===== config.mk =====
export PLATFORM = sky130hd
export DESIGN_NAME = pair_transient_filter
export DESIGN_NICKNAME = d
export VERILOG_FILES = /design/src/rtl/ptf_pkg.sv /design/src/rtl/ptf_pair_classifier.sv /design/src/rtl/ptf_transient_timer.sv /design/src/rtl/ptf_state_holder.sv /design/src/rtl/pair_transient_filter.sv
export SDC_FILE = /design/constraint.sdc
export NUM_CORES = 1
export LEC_CHECK = 0
export BUFFER_PORTS_ARGS = -buffer_cell sky130_fd_sc_hd__clkbuf_2
export CAP_MARGIN = 0
export CORE_AREA = 2 2 39 41
export DETAILED_ROUTE_END_ITERATION = 8
export DIE_AREA = 0 0 41 43
export GPL_TIMING_DRIVEN = 0
export PLACE_DENSITY = 0.59
export SETUP_SLACK_MARGIN = 0.4
export SLEW_MARGIN = 20
export SYNTH_ARGS = -nofsm -noshare
export SYNTH_HDL_FRONTEND = slang
export SYNTH_SLANG_ARGS = --single-unit

===== constraint.sdc =====
create_clock -name clk -period 1.55 [get_ports clk]
set_clock_uncertainty 0.05 [all_clocks]
set_input_delay 0.31 -clock clk [delete_from_list [all_inputs] [get_ports clk]]
set_output_delay 0.31 -clock clk [all_outputs]
set_load 0.05 [all_outputs]

===== src/rtl/ptf_pkg.sv =====
// Package: shared types of the complementary pair transient filter.
// Assumes: a line status is {fault, level}; state codes are seen at the top ports.
package ptf_pkg;

    // Reported object state (encoding is visible at the top port)
    typedef enum logic [1:0] {
        OBJ_PASSIVE = 2'b00,
        OBJ_ACTIVE  = 2'b01,
        OBJ_INVALID = 2'b10
    } obj_state_e;

    // Classification of one sampled pair
    typedef enum logic [1:0] {
        PAIR_PASSIVE  = 2'b00,
        PAIR_ACTIVE   = 2'b01,
        PAIR_CONFLICT = 2'b10,
        PAIR_FAULT    = 2'b11
    } pair_kind_e;

    // Bit positions inside a line status
    localparam int STAT_FAULT_BIT = 1;
    localparam int STAT_LEVEL_BIT = 0;
    localparam int STAT_W         = 2;

endpackage


===== src/rtl/ptf_pair_classifier.sv =====
// Module: ptf_pair_classifier
// Purpose: combinational sorting of the two line statuses into one pair kind.
// Assumes: statuses are already debounced; a fault on either line dominates.
module ptf_pair_classifier
    import ptf_pkg::*;
(
    input  logic [STAT_W-1:0] follow_st,
    input  logic [STAT_W-1:0] inverse_st,
    output pair_kind_e        kind
);

    logic any_fault;
    logic lvl_follow;
    logic lvl_inverse;

    assign any_fault   = follow_st[STAT_FAULT_BIT] | inverse_st[STAT_FAULT_BIT];
    assign lvl_follow  = follow_st[STAT_LEVEL_BIT];
    assign lvl_inverse = inverse_st[STAT_LEVEL_BIT];

    // Sort the pair: fault first, then equal levels, then the consistent level
    always_comb begin
        if (any_fault) begin
            kind = PAIR_FAULT;
        end else if (lvl_follow == lvl_inverse) begin
            kind = PAIR_CONFLICT;
        end else if (lvl_follow) begin
            kind = PAIR_ACTIVE;
        end else begin
            kind = PAIR_PASSIVE;
        end
    end

endmodule


===== src/rtl/ptf_transient_timer.sv =====
// Module: ptf_transient_timer
// Purpose: counts sample ticks during an equal-level episode and flags expiry.
// Assumes: MAX_TICKS >= 1; the count saturates at MAX_TICKS and clears on any
// cycle without a conflict.
module ptf_transient_timer #(
    parameter int MAX_TICKS = 29
) (
    input  logic clk,
    input  logic rst_n,
    input  logic conflict,
    input  logic tick,
    output logic limit_hit
);

    localparam int CNT_W = $clog2(MAX_TICKS + 1);
    localparam logic [CNT_W-1:0] LIMIT    = CNT_W'(MAX_TICKS);
    localparam logic [CNT_W-1:0] LIMIT_M1 = CNT_W'(MAX_TICKS - 1);

    logic [CNT_W-1:0] cnt_q;

    // Tick counter: clear outside a conflict, step on ticks, saturate at the limit
    always_ff @(posedge clk) begin
        if (!rst_n) begin
            cnt_q <= '0;
        end else if (!conflict) begin
            cnt_q <= '0;
        end else if (tick && (cnt_q != LIMIT)) begin
            cnt_q <= cnt_q + 1'b1;
        end
    end

    // Expiry: already saturated, or this tick is the one that reaches the limit
    assign limit_hit = conflict && ((cnt_q == LIMIT) || (tick && (cnt_q == LIMIT_M1)));

    a_r7_clear_on_consistent : assert property (@(posedge clk) disable iff (!rst_n)
        !conflict |=> (cnt_q == '0));

    a_r6_idle_cycle_holds : assert property (@(posedge clk) disable iff (!rst_n)
        (conflict && !tick) |=> $stable(cnt_q));

    a_r5_count_bounded : assert property (@(posedge clk) disable iff (!rst_n)
        cnt_q <= LIMIT);

endmodule


===== src/rtl/ptf_state_holder.sv =====
// Module: ptf_state_holder
// Purpose: holds the reported object state and produces the change strobe.
// Assumes: the kind and limit_hit inputs are valid every cycle; reset state is passive.
module ptf_state_holder
    import ptf_pkg::*;
(
    input  logic       clk,
    input  logic       rst_n,
    input  pair_kind_e kind,
    input  logic       limit_hit,
    output obj_state_e state,
    output logic       strobe
);

    obj_state_e nxt;

    // Next state: consistent pairs set the level, faults force invalid, conflicts hold until expiry
    always_comb begin
        case (kind)
            PAIR_ACTIVE:   nxt = OBJ_ACTIVE;
            PAIR_PASSIVE:  nxt = OBJ_PASSIVE;
            PAIR_FAULT:    nxt = OBJ_INVALID;
            default:       nxt = limit_hit ? OBJ_INVALID : state;
        endcase
    end

    // State and strobe registers, updated together so the strobe marks the new value
    always_ff @(posedge clk) begin
        if (!rst_n) begin
            state  <= OBJ_PASSIVE;
            strobe <= 1'b0;
        end else begin
            state  <= nxt;
            strobe <= (nxt != state);
        end
    end

    a_r8_fault_forces_invalid : assert property (@(posedge clk) disable iff (!rst_n)
        (kind == PAIR_FAULT) |=> (state == OBJ_INVALID));

    a_r4_conflict_holds : assert property (@(posedge clk) disable iff (!rst_n)
        (kind == PAIR_CONFLICT && !limit_hit) |=> $stable(state));

    a_r9_strobe_on_change : assert property (@(posedge clk) disable iff (!rst_n)
        (state != $past(state)) |-> strobe);

    a_r9_strobe_only_on_change : assert property (@(posedge clk) disable iff (!rst_n)
        strobe |-> (state != $past(state)));

endmodule


===== src/rtl/pair_transient_filter.sv =====
// Module: pair_transient_filter (top)
// Purpose: merges two complementary debounced line statuses into one object
// state, masking equal-level transients for up to MAX_TICKS sample ticks.
// Assumes: sample_tick is a one-cycle pulse; statuses use {fault, level}.
module pair_transient_filter
    import ptf_pkg::*;
#(
    parameter int MAX_TICKS = 29
) (
    input  logic       clk,
    input  logic       rst_n,
    input  logic       sample_tick,
    input  logic [1:0] follow_st,
    input  logic [1:0] inverse_st,
    output logic [1:0] obj_state,
    output logic       obj_change
);

    pair_kind_e kind;
    logic       limit_hit;
    obj_state_e state_q;

    ptf_pair_classifier u_classify (
        .follow_st  (follow_st),
        .inverse_st (inverse_st),
        .kind       (kind)
    );

    ptf_transient_timer #(
        .MAX_TICKS (MAX_TICKS)
    ) u_timer (
        .clk       (clk),
        .rst_n     (rst_n),
        .conflict  (kind == PAIR_CONFLICT),
        .tick      (sample_tick),
        .limit_hit (limit_hit)
    );

    ptf_state_holder u_hold (
        .clk       (clk),
        .rst_n     (rst_n),
        .kind      (kind),
        .limit_hit (limit_hit),
        .state     (state_q),
        .strobe    (obj_change)
    );

    assign obj_state = state_q;

    a_r2_follows_consistent_pair : assert property (@(posedge clk) disable iff (!rst_n)
        (!follow_st[1] && !inverse_st[1] && (follow_st[0] != inverse_st[0]))
        |=> (obj_state == {1'b0, $past(follow_st[0])}));

    a_r1_legal_code : assert property (@(posedge clk) disable iff (!rst_n)
        obj_state != 2'b11);

endmodule


==> key figures, run 1 <==
Cells and area
  • Layout cells sized above 1: 0.514
  • Syn-to-layout area delta: 56.2%
  • Commonest non-fill, non-tap cell in the layout: buf_4
  • Final net count: 85
  • Post-route cell area: 719 um2
  • Area of the multi-input gates: 363 um2
  • Fill cells: 133
  • Register area: 173 um2
  • Final core occ: 0.520
  • Diode count: 0

Global routing
  • First-pass GRT wire length: 1530 um
  • Initial antenna violation count: 0
  • Vias in the first global route: 394
  • Overflow after GRT: 0
  • Largest net degree at the start of global routing: 9
  • Total GRT Usage: 0.134

Worst setup path
  • Critical path type: flip-flop to flip-flop
  • Crit-path max FO: 4
  • CP bufs+invs: 2
  • Critical path's top delay family: flip-flops
  • CP endpoint kind: flip-flop
  • CP max stage cell: dfxtp_4
  • Worst Reg-to-Reg Cells: 5
  • Reg-to-Reg Start: u_timer.cnt_q[1]
  • Worst reg2reg endpoint: u_timer.cnt_q[2]
  • Crit path required time: 1.64 ns
  • Reg-to-reg slack, setup: 0.36 ns
  • Critical Path Max Stage Delay: 0.37 ns
  • Cell breakdown of the critical path: inv_4 -> ha_4 -> buf_4 -> a31oi_1 -> nor3_2
  • Worst Setup Start Kind: flip-flop
  • Worst path arrival time: 1.28 ns

Timing
  • RSZ-0062 raised after global routing: true
  • Setup ws final: 0.362 ns
  • # setup viols final: 0
  • Setup TNS: 0 ns
  • Count of pins over their slew limit: 0
  • Final hold violations: 0
  • Hold WS: 0.324 ns
  • Worst Tran Pin Value: 0.283 ns
  • Final min period: 1.19 ns
  • Slew Limit Headroom: 0.810
  • Peak Freq: 842 MHz
  • Final worst path period share: 0.766

Die
  • Core Area: 1380 um2
  • Die width: 41 um
  • Chip height: 43 um
  • # IOs: 10
  • Initial Util: 0.333
  • Die area: 1760 um2
  • Row cnt: 14

Power and ir drop
  • Internal: 0.000346 W
  • Comb pwr share: 0.221
  • Register share of total power: 0.444
  • P_leak: 0.260 nW
  • Net Switching: 0.000130 W
  • Switching Fraction: 0.273
  • Clock power frac: 0.335
  • Max IR drop VDD: 0.454 mV
  • PD cells: 662 nW/um2

Synth
  • Post-synth EDFFs: 0
  • Post-synth top area cell: dfxtp_1
  • Sequential area share after synthesis: 0.348
  • Yosys warns: 0
  • Yosys top cell area share: 0.348
  • Syn nets: 67
  • Netlist cell types: 26
  • Ys async rst share: 0
  • Post-synth top flop: dfxtp_1
  • Syn Std Cell Area: 460 um2
  • Synth top area cells: dfxtp_1 (35%), ha_1 (11%), a21oi_1 (5.4%), nand3_1 (5.4%), nand4_1 (5.4%)
  • #FFs+latches synth: 8
  • Synth Instances: 56
  • Avg Cell Area, Syn: 8.22 um2

CTS
  • Clock Pin Slew Worst Setup and Hold Paths: 0.05 ns
  • CTS Buf Count: 3
  • # clock sinks: 8
  • Clk_lat worst skew: 0.25 ns
  • CTS tree: yes
  • Clock root cell: clkbuf_4
  • Hold_buf cts: 0
  • Clock buffer depth: 2
  • Htree depth: 1

Placed design
  • Port Buffers: 8
  • DP Area: 548 um2
  • Pre-CTS worst setup slack: 0.106 ns
  • Routability congestion estimate: 0.686
  • Hpwl dp: 724 um

Detailed routing
  • Post-route DRC: 0
  • TritonRoute pass-1 iters: 4
  • Detail Route Antenna Nets: 0
  • Wire per inst: 12.7 um
  • Drt initial violations: 10
  • Total vias in the final route: 489
  • Total wire length: 1120 um
  • Drt via density: 5.56

Hold path
  • Worst hold path type: primary input to flip-flop
  • Hold path cells: 3
  • Hold Path End: u_timer.cnt_q[1]
  • Hold Startpoint: rst_n

Outcome
  • Status: complete, no violations

Run
  • Total of max-cap violations: 0
stage by stage:
stage,power (W),std cells
3_3_place_gp,0.000298,80
2_1_floorplan,0.000275,56
4_1_cts,0.000473,85
6_report,0.000476,88
5_1_grt,0.000511,88
3_5_place_dp,0.000298,80
synthesized netlist by cell type (2+ instances only):
cell type and number:
nor3_1 2, inv_1 5, a21oi_1 5, nor2_1 2
dfxtp_1 8, nand4_1 4, o21ai_0 4, nand3_1 5
ha_1 4
area by class of cell:
class	instances	area share
Tap cell	16	0.0278
Inverter	5	0.0330
Multi-Input combinational cell	42	0.504
Buffer	1	0.00696
Sequential cell	8	0.240
Clock buffer	3	0.0313
Timing Repair Buffer	13	0.157
layer usage:
layer / global-route usage / part of all wire
met5: 0 / 0
met3: 0.0471 / 0.040
met1: 0.140 / 0.42
met2: 0.216 / 0.52
met4: 0.0800 / 0.017
power by group through the flow:
stage / logic (W) / clock network, W / registers (W)
floorplan: 0.0000374 / 0 / 0.000238
global placement: 0.0000779 / 0 / 0.000220
detailed placement: 0.0000782 / 0 / 0.000220
CTS: 0.0000904 / 0.000169 / 0.000214
global route: 0.000112 / 0.000187 / 0.000212
finish: 0.000105 / 0.000160 / 0.000211
worst min-delay path, stage by stage:
cell and delay [ns]:
clkbuf_2 0.13, nand3_4 0.11, a21oi_1 0.04
cell families (layout without fill, tap and decap cells):
family          count (synthesis)  count (layout)  share of synthesized area
simple gates                   23              23                      0.294
flops                           8               8                      0.348
compound gates                 14              14                      0.179
buf+inv                         6              22                     0.0516
xor+xnor                        1               1                     0.0190
fa+ha+maj                       4               4                      0.109
how the worst max path moves through the flow:
stage,start,endpoint,cells after the start
finish,u_timer.cnt_q[1],u_timer.cnt_q[2],5
global route,u_timer.cnt_q[1],u_timer.cnt_q[2],5
CTS,u_hold.state[0],obj_state[0],1
detailed placement,follow_st[0],u_hold.strobe,5
global placement,inverse_st[0],u_hold.strobe,6
floorplan,follow_st[0],u_hold.strobe,4
flip-flops by register name (all words and copies together) (netlist names):
name           flops
u_hold.state       2
u_hold.strobe      1
u_timer.cnt_q      5
what timing repair did:
action | in CTS | in global routing
pin swaps | 4 | 4
endpoints found under the hold margin | 0 | 0
setup endpoints to repair | 9 | 10
setup buffers | 2 | 3
gates resized for setup | 16 | 17
(Power assumes the default switching activity.)
==> inputs of run 2 (changes only) <==
- PLACE_DENSITY: 0.59 -> 0.61
- clock period: 1.55 -> 1.05 ns (I/O delays scaled with it)
==> run 2 against run 1 <==
  * The run now ends with negative setup slack left
  * Flip-flop and latch count did not move
  * First-iteration DRC count fell by 30%
  * Maximum frequency rose by 0.31%
  * Combinational power rose by 43%
  * Via count rose by 2.0%
  * Hold slack got worse by 0.11 ns
  * Die area did not move
  * Power rose by 47%
  * Register-to-register slack got worse by 0.50 ns
  * Sequential power rose by 50%
==> key figures, run 2 (synthesis results as in run 1) <==
Timing
  • Peak Freq: 845 MHz (+0.31%)
  • # setup viols final: 7 (+7)
  • Setup ws final: -0.134 ns (-0.496 ns)
  • Final worst path period share: 1.13 (+0.361)
  • Worst Tran Pin Value: 0.241 ns (-0.0419 ns)
  • RSZ-0062 raised after global routing: true
  • Final min period: 1.18 ns (-0.00364 ns)
  • Hold WS: 0.209 ns (-0.115 ns)
  • Final hold violations: 0 (unchanged)
  • Slew Limit Headroom: 0.839 (+0.0294)
  • Count of pins over their slew limit: 0 (unchanged)

Cells and area
  • Layout cells sized above 1: 0.514 (unchanged)
  • Syn-to-layout area delta: 59.5%
  • Diode count: 0 (unchanged)
  • Final net count: 85 (unchanged)
  • Regs by FF count: u_timer.cnt_q (5), u_hold.state (2), u_hold.strobe (1)
  • Fill cells: 123 (-7.5%)
  • Commonest non-fill, non-tap cell in the layout: clkbuf_2
  • Most flop-heavy register: u_timer.cnt_q
  • Final core occ: 0.531 (+0.0108)
  • Final non-filler cell total: 88 (unchanged)
  • Max reg flops: 5 (unchanged)

Global routing
  • Total GRT Usage: 0.142 (+0.00778)
  • Vias in the first global route: 412 (+4.6%)
  • First-pass GRT wire length: 1760 um (+15%)
  • Overflow after GRT: 0 (unchanged)
  • Largest net degree at the start of global routing: 9 (unchanged)
  • Initial antenna violation count: 0 (unchanged)

Placed design
  • Port Buffers: 8 (unchanged)
  • Placed insts: 80 (unchanged)
  • Routability congestion estimate: 0.657 (-4.2%)
  • Pre-CTS worst setup slack: -0.270 ns (-0.376 ns)
  • Hpwl dp: 712 um (-1.6%)

Detailed routing
  • Total vias in the final route: 499 (+2.0%)
  • Wire per inst: 12.8 um (+0.45%)
  • TritonRoute pass-1 iters: 4 (unchanged)
  • Detail Route Antenna Nets: 0 (unchanged)
  • Total wire length: 1120 um (+0.45%)
  • Post-route DRC: 0 (unchanged)
  • Drt initial violations: 7 (-3)
  • Drt via density: 5.67 (+2.0%)

Power and ir drop
  • Max IR drop VDD: 0.565 mV (+24%)
  • P_leak: 0.265 nW (+2.1%)
  • Power, Total: 0.000702 W (+47%)
  • PD cells: 955 nW/um2 (+44%)

Worst setup path
  • Crit-path max FO: 3 (-1)
  • Worst Setup Start Kind: flip-flop
  • Crit path required time: 1.14 ns (-0.50 ns)
  • CP endpoint kind: flip-flop
  • Worst Reg-to-Reg Cells: 5 (unchanged)
  • Critical path type: flip-flop to flip-flop
  • Worst path arrival time: 1.27 ns (about the same)

CTS
  • CTS tree: yes
  • Clk_lat worst skew: 0.25 ns (about the same)
  • # clock sinks: 8 (unchanged)
  • CTS Buf Count: 3 (unchanged)
  • Clock buffer depth: 2 (unchanged)
  • Hold_buf cts: 0 (unchanged)
  • Clock root cell: clkbuf_4
  • Htree depth: 1 (unchanged)
  • Clock Pin Slew Worst Setup and Hold Paths: 0.05 ns (about the same)

Hold path
  • Hold path cells: 2 (-1)
  • Worst hold path type: primary input to flip-flop

Run
  • Total of max-cap violations: 0 (unchanged)

Die
  • Initial Util: 0.333 (unchanged)
  • Row cnt: 14 (unchanged)
  • # IOs: 10 (unchanged)
  • Chip height: 43 um (unchanged)
  • Die width: 41 um (unchanged)
  • Core Area: 1380 um2 (unchanged)
  • Die area: 1760 um2 (unchanged)

Outcome
  • Failing checks: negative setup slack
  • Status: finished, violations left
run 2: through the flow:
step / area [um2] / TNS (ns)
floorplan: 499 / -0.260
global placement: 559 / -1.43
detailed placement: 559 / -1.53
CTS: 683 / -0.417
global route: 734 / -0.879
finish: 734 / -0.543
run 2: power breakdown:
part           total (W)  switching (W)  internal, W
registers       0.000316     0.00000841     0.000308
logic           0.000150      0.0000764    0.0000738
clock network   0.000235       0.000104     0.000131
total           0.000702       0.000189     0.000512
run 2: layout make-up:
class / instances / area, um2 / area share
timing repair buffer: 13 / 131 / 0.179
clock buffer: 3 / 22.5 / 0.0307
multi-input combinational: 42 / 355 / 0.484
sequential: 8 / 174 / 0.237
buffer: 1 / 5.00 / 0.00681
tap: 16 / 20.0 / 0.0273
inverter: 5 / 26.3 / 0.0358
run 2: routing by layer:
layer / up-vias / share of wire / global-route usage
met1: 234 / 0.43 / 0.204
met5: - / 0 / 0
met4: 0 / 0.017 / 0.0800
met3: 4 / 0.062 / 0.0157
met2: 20 / 0.49 / 0.197
li1: 241 / - / -
run 2: repair_timing:
action                     4_1_cts  5_1_grt
gates resized for setup         15        9
setup endpoints to repair       11       11
hold endpoints to repair         0        0
pin swaps                        6        8
setup buffers                    3        2
run 2: worst paths after layout:
kind	start	to	slack [ns]
max	u_timer.cnt_q[1]	u_timer.cnt_q[4]	-0.13
min	rst_n	u_hold.strobe	0.21
max reg2reg	u_timer.cnt_q[1]	u_timer.cnt_q[4]	-0.13
min reg2reg	u_hold.state[0]	u_hold.state[0]	0.48
run 2: critical path, stage by stage, from the launching register on:
cell	delay, ns
dfxtp_2	0.36
buf_6	0.12
ha_4	0.14
nand4_1	0.13
nor3_1	0.21
a211oi_1	0.07
==> inputs of run 3 (changes only) <==
- ABC_AREA: not set -> 1
- PLACE_DENSITY: 0.61 -> 0.64
==> run 3 against run 2 <==
  * The run still ends with negative setup slack left
  * Utilization increased by 4.2 points
  * Synthesized cell count increased by 27%
  * Via count decreased by 2.0%
  * Register-to-register slack got worse by 0.096 ns
  * Setup slack got worse by 0.096 ns
  * Largest power group unchanged
==> key figures, run 3 <==
CTS
  • Clk_lat worst skew: 0.26 ns (about the same)
  • Clock Pin Slew Worst Setup and Hold Paths: 0.06 ns (about the same)
  • # clock sinks: 8 (unchanged)
  • CTS Buf Count: 3 (unchanged)
  • Hold_buf cts: 0 (unchanged)
  • Clock root cell: clkbuf_4
  • Htree depth: 1 (unchanged)
  • Clock buffer depth: 2 (unchanged)
  • CTS tree: yes

Cells and area
  • Most flop-heavy register: u_timer.cnt_q
  • Max reg flops: 5 (unchanged)
  • Post-route cell area: 792 um2 (+7.8%)
  • Layout cells sized above 1: 0.522 (+0.00833)
  • Syn-to-layout area delta: 59.8%
  • Diode count: 0 (unchanged)
  • Regs by FF count: u_timer.cnt_q (5), u_hold.state (2), u_hold.strobe (1)
  • Final non-filler cell total: 106 (+20%)
  • Final net count: 102 (+20%)
  • Commonest cells after routing, fill and taps aside: inv_1 (11), nand2_1 (11), clkbuf_2 (6)

Timing
  • Final min period: 1.28 ns (+0.0956 ns)
  • Worst Tran Pin Value: 0.247 ns (+0.00573 ns)
  • Final worst path period share: 1.22 (+0.0910)
  • Peak Freq: 781 MHz (-7.5%)
  • Slew Limit Headroom: 0.835 (-0.00422)
  • Setup TNS: -1.39 ns (-0.844 ns)
  • Count of pins over their slew limit: 0 (unchanged)
  • # setup viols final: 8 (+1)
  • Final hold violations: 0 (unchanged)
  • Setup ws final: -0.230 ns (-0.0956 ns)
  • Hold WS: 0.184 ns (-0.0256 ns)
  • RSZ-0062 raised after global routing: true

Worst setup path
  • Critical path type: flip-flop to flip-flop
  • CP endpoint kind: flip-flop
  • Worst Setup Start Kind: flip-flop
  • Worst path arrival time: 1.37 ns (+0.10 ns)
  • Crit path required time: 1.14 ns (about the same)
  • Crit-path max FO: 5 (+2)
  • Reg-to-reg slack, setup: -0.23 ns (-0.10 ns)

Synth
  • Post-synth top area cell: dfxtp_1
  • Sequential area share after synthesis: 0.323 (-0.0246)
  • Largest family of logic cells by synthesized area: simple AND/OR/NAND/NOR gates
  • Ys async rst share: 0 (unchanged)
  • Yosys top cell area share: 0.323 (-0.0246)
  • Complex-gate fraction of the synthesized area: 0.169 (-0.0102)
  • Post-synth EDFFs: 0 (unchanged)
  • Netlist cell types: 19 (-27%)
  • Syn Std Cell Area: 495 um2 (+7.6%)
  • Synth Area in Adders: 0.101 (-0.00769)
  • Synth top area cells: dfxtp_1 (32%), inv_1 (12%), ha_1 (10%), nand2_1 (9.8%), a21oi_1 (6.1%)
  • Synth Instances: 71 (+27%)
  • Yosys warns: 0 (unchanged)
  • #FFs+latches synth: 8 (unchanged)
  • Post-synth top flop: dfxtp_1
  • Mux share of post-synthesis cell area: 0 (unchanged)
  • Post-Synth Simple-Gate Area: 0.278 (-0.0157)
  • Commonest cells post-synth: inv_1 (16), nand2_1 (13), dfxtp_1 (8)
  • Avg Cell Area, Syn: 6.98 um2 (-15%)
  • Count leader, synth: inv_1
  • Syn nets: 82 (+22%)
  • Post-Synth XOR/XNOR Area: 0 (-0.0190)

Global routing
  • First-pass GRT wire length: 1700 um (-3.5%)
  • Vias in the first global route: 447 (+8.5%)
  • Total GRT Usage: 0.153 (+0.0111)
  • Overflow after GRT: 0 (unchanged)
  • Initial antenna violation count: 0 (unchanged)
  • Largest net degree at the start of global routing: 7 (-2)

Die
  • Die width: 41 um (unchanged)
  • Core Area: 1380 um2 (unchanged)
  • # IOs: 10 (unchanged)
  • Initial Util: 0.358 (+0.0253)
  • Row cnt: 14 (unchanged)
  • Die area: 1760 um2 (unchanged)
  • Chip height: 43 um (unchanged)

Power and ir drop
  • Net Switching: 0.000202 W (+6.5%)
  • Internal: 0.000529 W (+3.3%)
  • P_leak: 0.339 nW (+28%)
  • Power, Total: 0.000731 W (+4.2%)
  • Max IR drop VDD: 0.814 mV (+44%)
  • Clock power frac: 0.346 (+0.011)
  • PD cells: 923 nW/um2 (-3.4%)
  • Register share of total power: 0.437 (-0.014)
  • Comb pwr share: 0.217 (+0.003)
  • Switching Fraction: 0.276 (+0.00602)

Outcome
  • Failing checks: negative setup slack
  • Status: finished, violations left

Detailed routing
  • Post-route DRC: 0 (unchanged)
  • TritonRoute pass-1 iters: 4 (unchanged)
  • Detail Route Antenna Nets: 0 (unchanged)
  • Total vias in the final route: 489 (-2.0%)
  • Total wire length: 1070 um (-4.4%)
  • Drt initial violations: 3 (-4)
  • Wire per inst: 10.1 um (-21%)
  • Drt via density: 4.61 (-19%)

Run
  • Total of max-cap violations: 0 (unchanged)

Placed design
  • Placed insts: 96 (+20%)
  • Routability congestion estimate: 0.696 (+5.8%)
  • DP Area: 582 um2 (+4.0%)
  • Hpwl dp: 700 um (-1.6%)
  • Port Buffers: 9 (+1)

Hold path
  • Worst hold path type: primary input to flip-flop
run 3: changes by cell type after synthesis, moves of 3 or more:
cell,previous run,this run
nor2_1,2,5
nand2_1,1,13
nand4_1,4,0
inv_1,5,16
run 3: cell families after synthesis:
family                     Yosys count
AOI/OAI and AO/OA                   13
adders and majority gates            4
buffers and inverters               17
DFF                                  8
and+or+nand+nor                     29
run 3: through the flow:
stage	setup WS, ns	util
5_1_grt	-0.291	0.572
4_1_cts	-0.227	0.520
2_1_floorplan	-0.146	-
3_5_place_dp	-0.291	0.420
6_report	-0.230	0.572
3_3_place_gp	-0.253	0.420
run 3: worst max-delay path, cell delays in order (launching register included):
cell	delay, ns
dfxtp_2	0.33
inv_4	0.08
ha_4	0.15
inv_4	0.04
o21ai_4	0.24
o21ai_1	0.11
nor3b_2	0.16
run 3: power groups by stage:
stage | Sequential [W] | Clock, W | Combinational, W
2_1_floorplan | 0.000352 | 0 | 0.0000530
4_1_cts | 0.000320 | 0.000266 | 0.000144
5_1_grt | 0.000320 | 0.000285 | 0.000174
3_5_place_dp | 0.000324 | 0 | 0.000110
6_report | 0.000319 | 0.000253 | 0.000158
3_3_place_gp | 0.000323 | 0 | 0.000108
run 3: final timing paths:
check                   startpoint          endpoint  cells after the start
setup / recovery  u_timer.cnt_q[1]  u_timer.cnt_q[2]                      6
hold / removal               rst_n     u_hold.strobe                      3
setup reg to reg  u_timer.cnt_q[1]  u_timer.cnt_q[2]                      6
hold reg to reg   u_timer.cnt_q[4]  u_timer.cnt_q[4]                      2
run 3: layer usage:
| layer | GRT usage | vias to the layer above | wire length, um |
|---|---|---|---|
| met5 | 0 | - | 0 |
| met4 | 0.0600 | 0 | 18 |
| met3 | 0.0785 | 4 | 46 |
| met2 | 0.281 | 8 | 635 |
| met1 | 0.123 | 217 | 373 |
| li1 | - | 260 | - |
run 3: layout make-up:
type,instances,area [um2]
clock buffers,4,26.3
fillers,130,592
inverters,17,71.3
multi-input cells,46,340
flip-flops and latches,8,176
well taps,16,20.0
repair buffers,15,158
run 3: what timing repair did:
| item | CTS | global route |
|---|---|---|
| setup buffers | 5 | 1 |
| gates resized for setup | 13 | 18 |
| endpoints found under the hold margin | 0 | 0 |
| pin swaps | 3 | 15 |
| endpoints found under the setup margin | 11 | 11 |
| cloned | 0 | 0 |
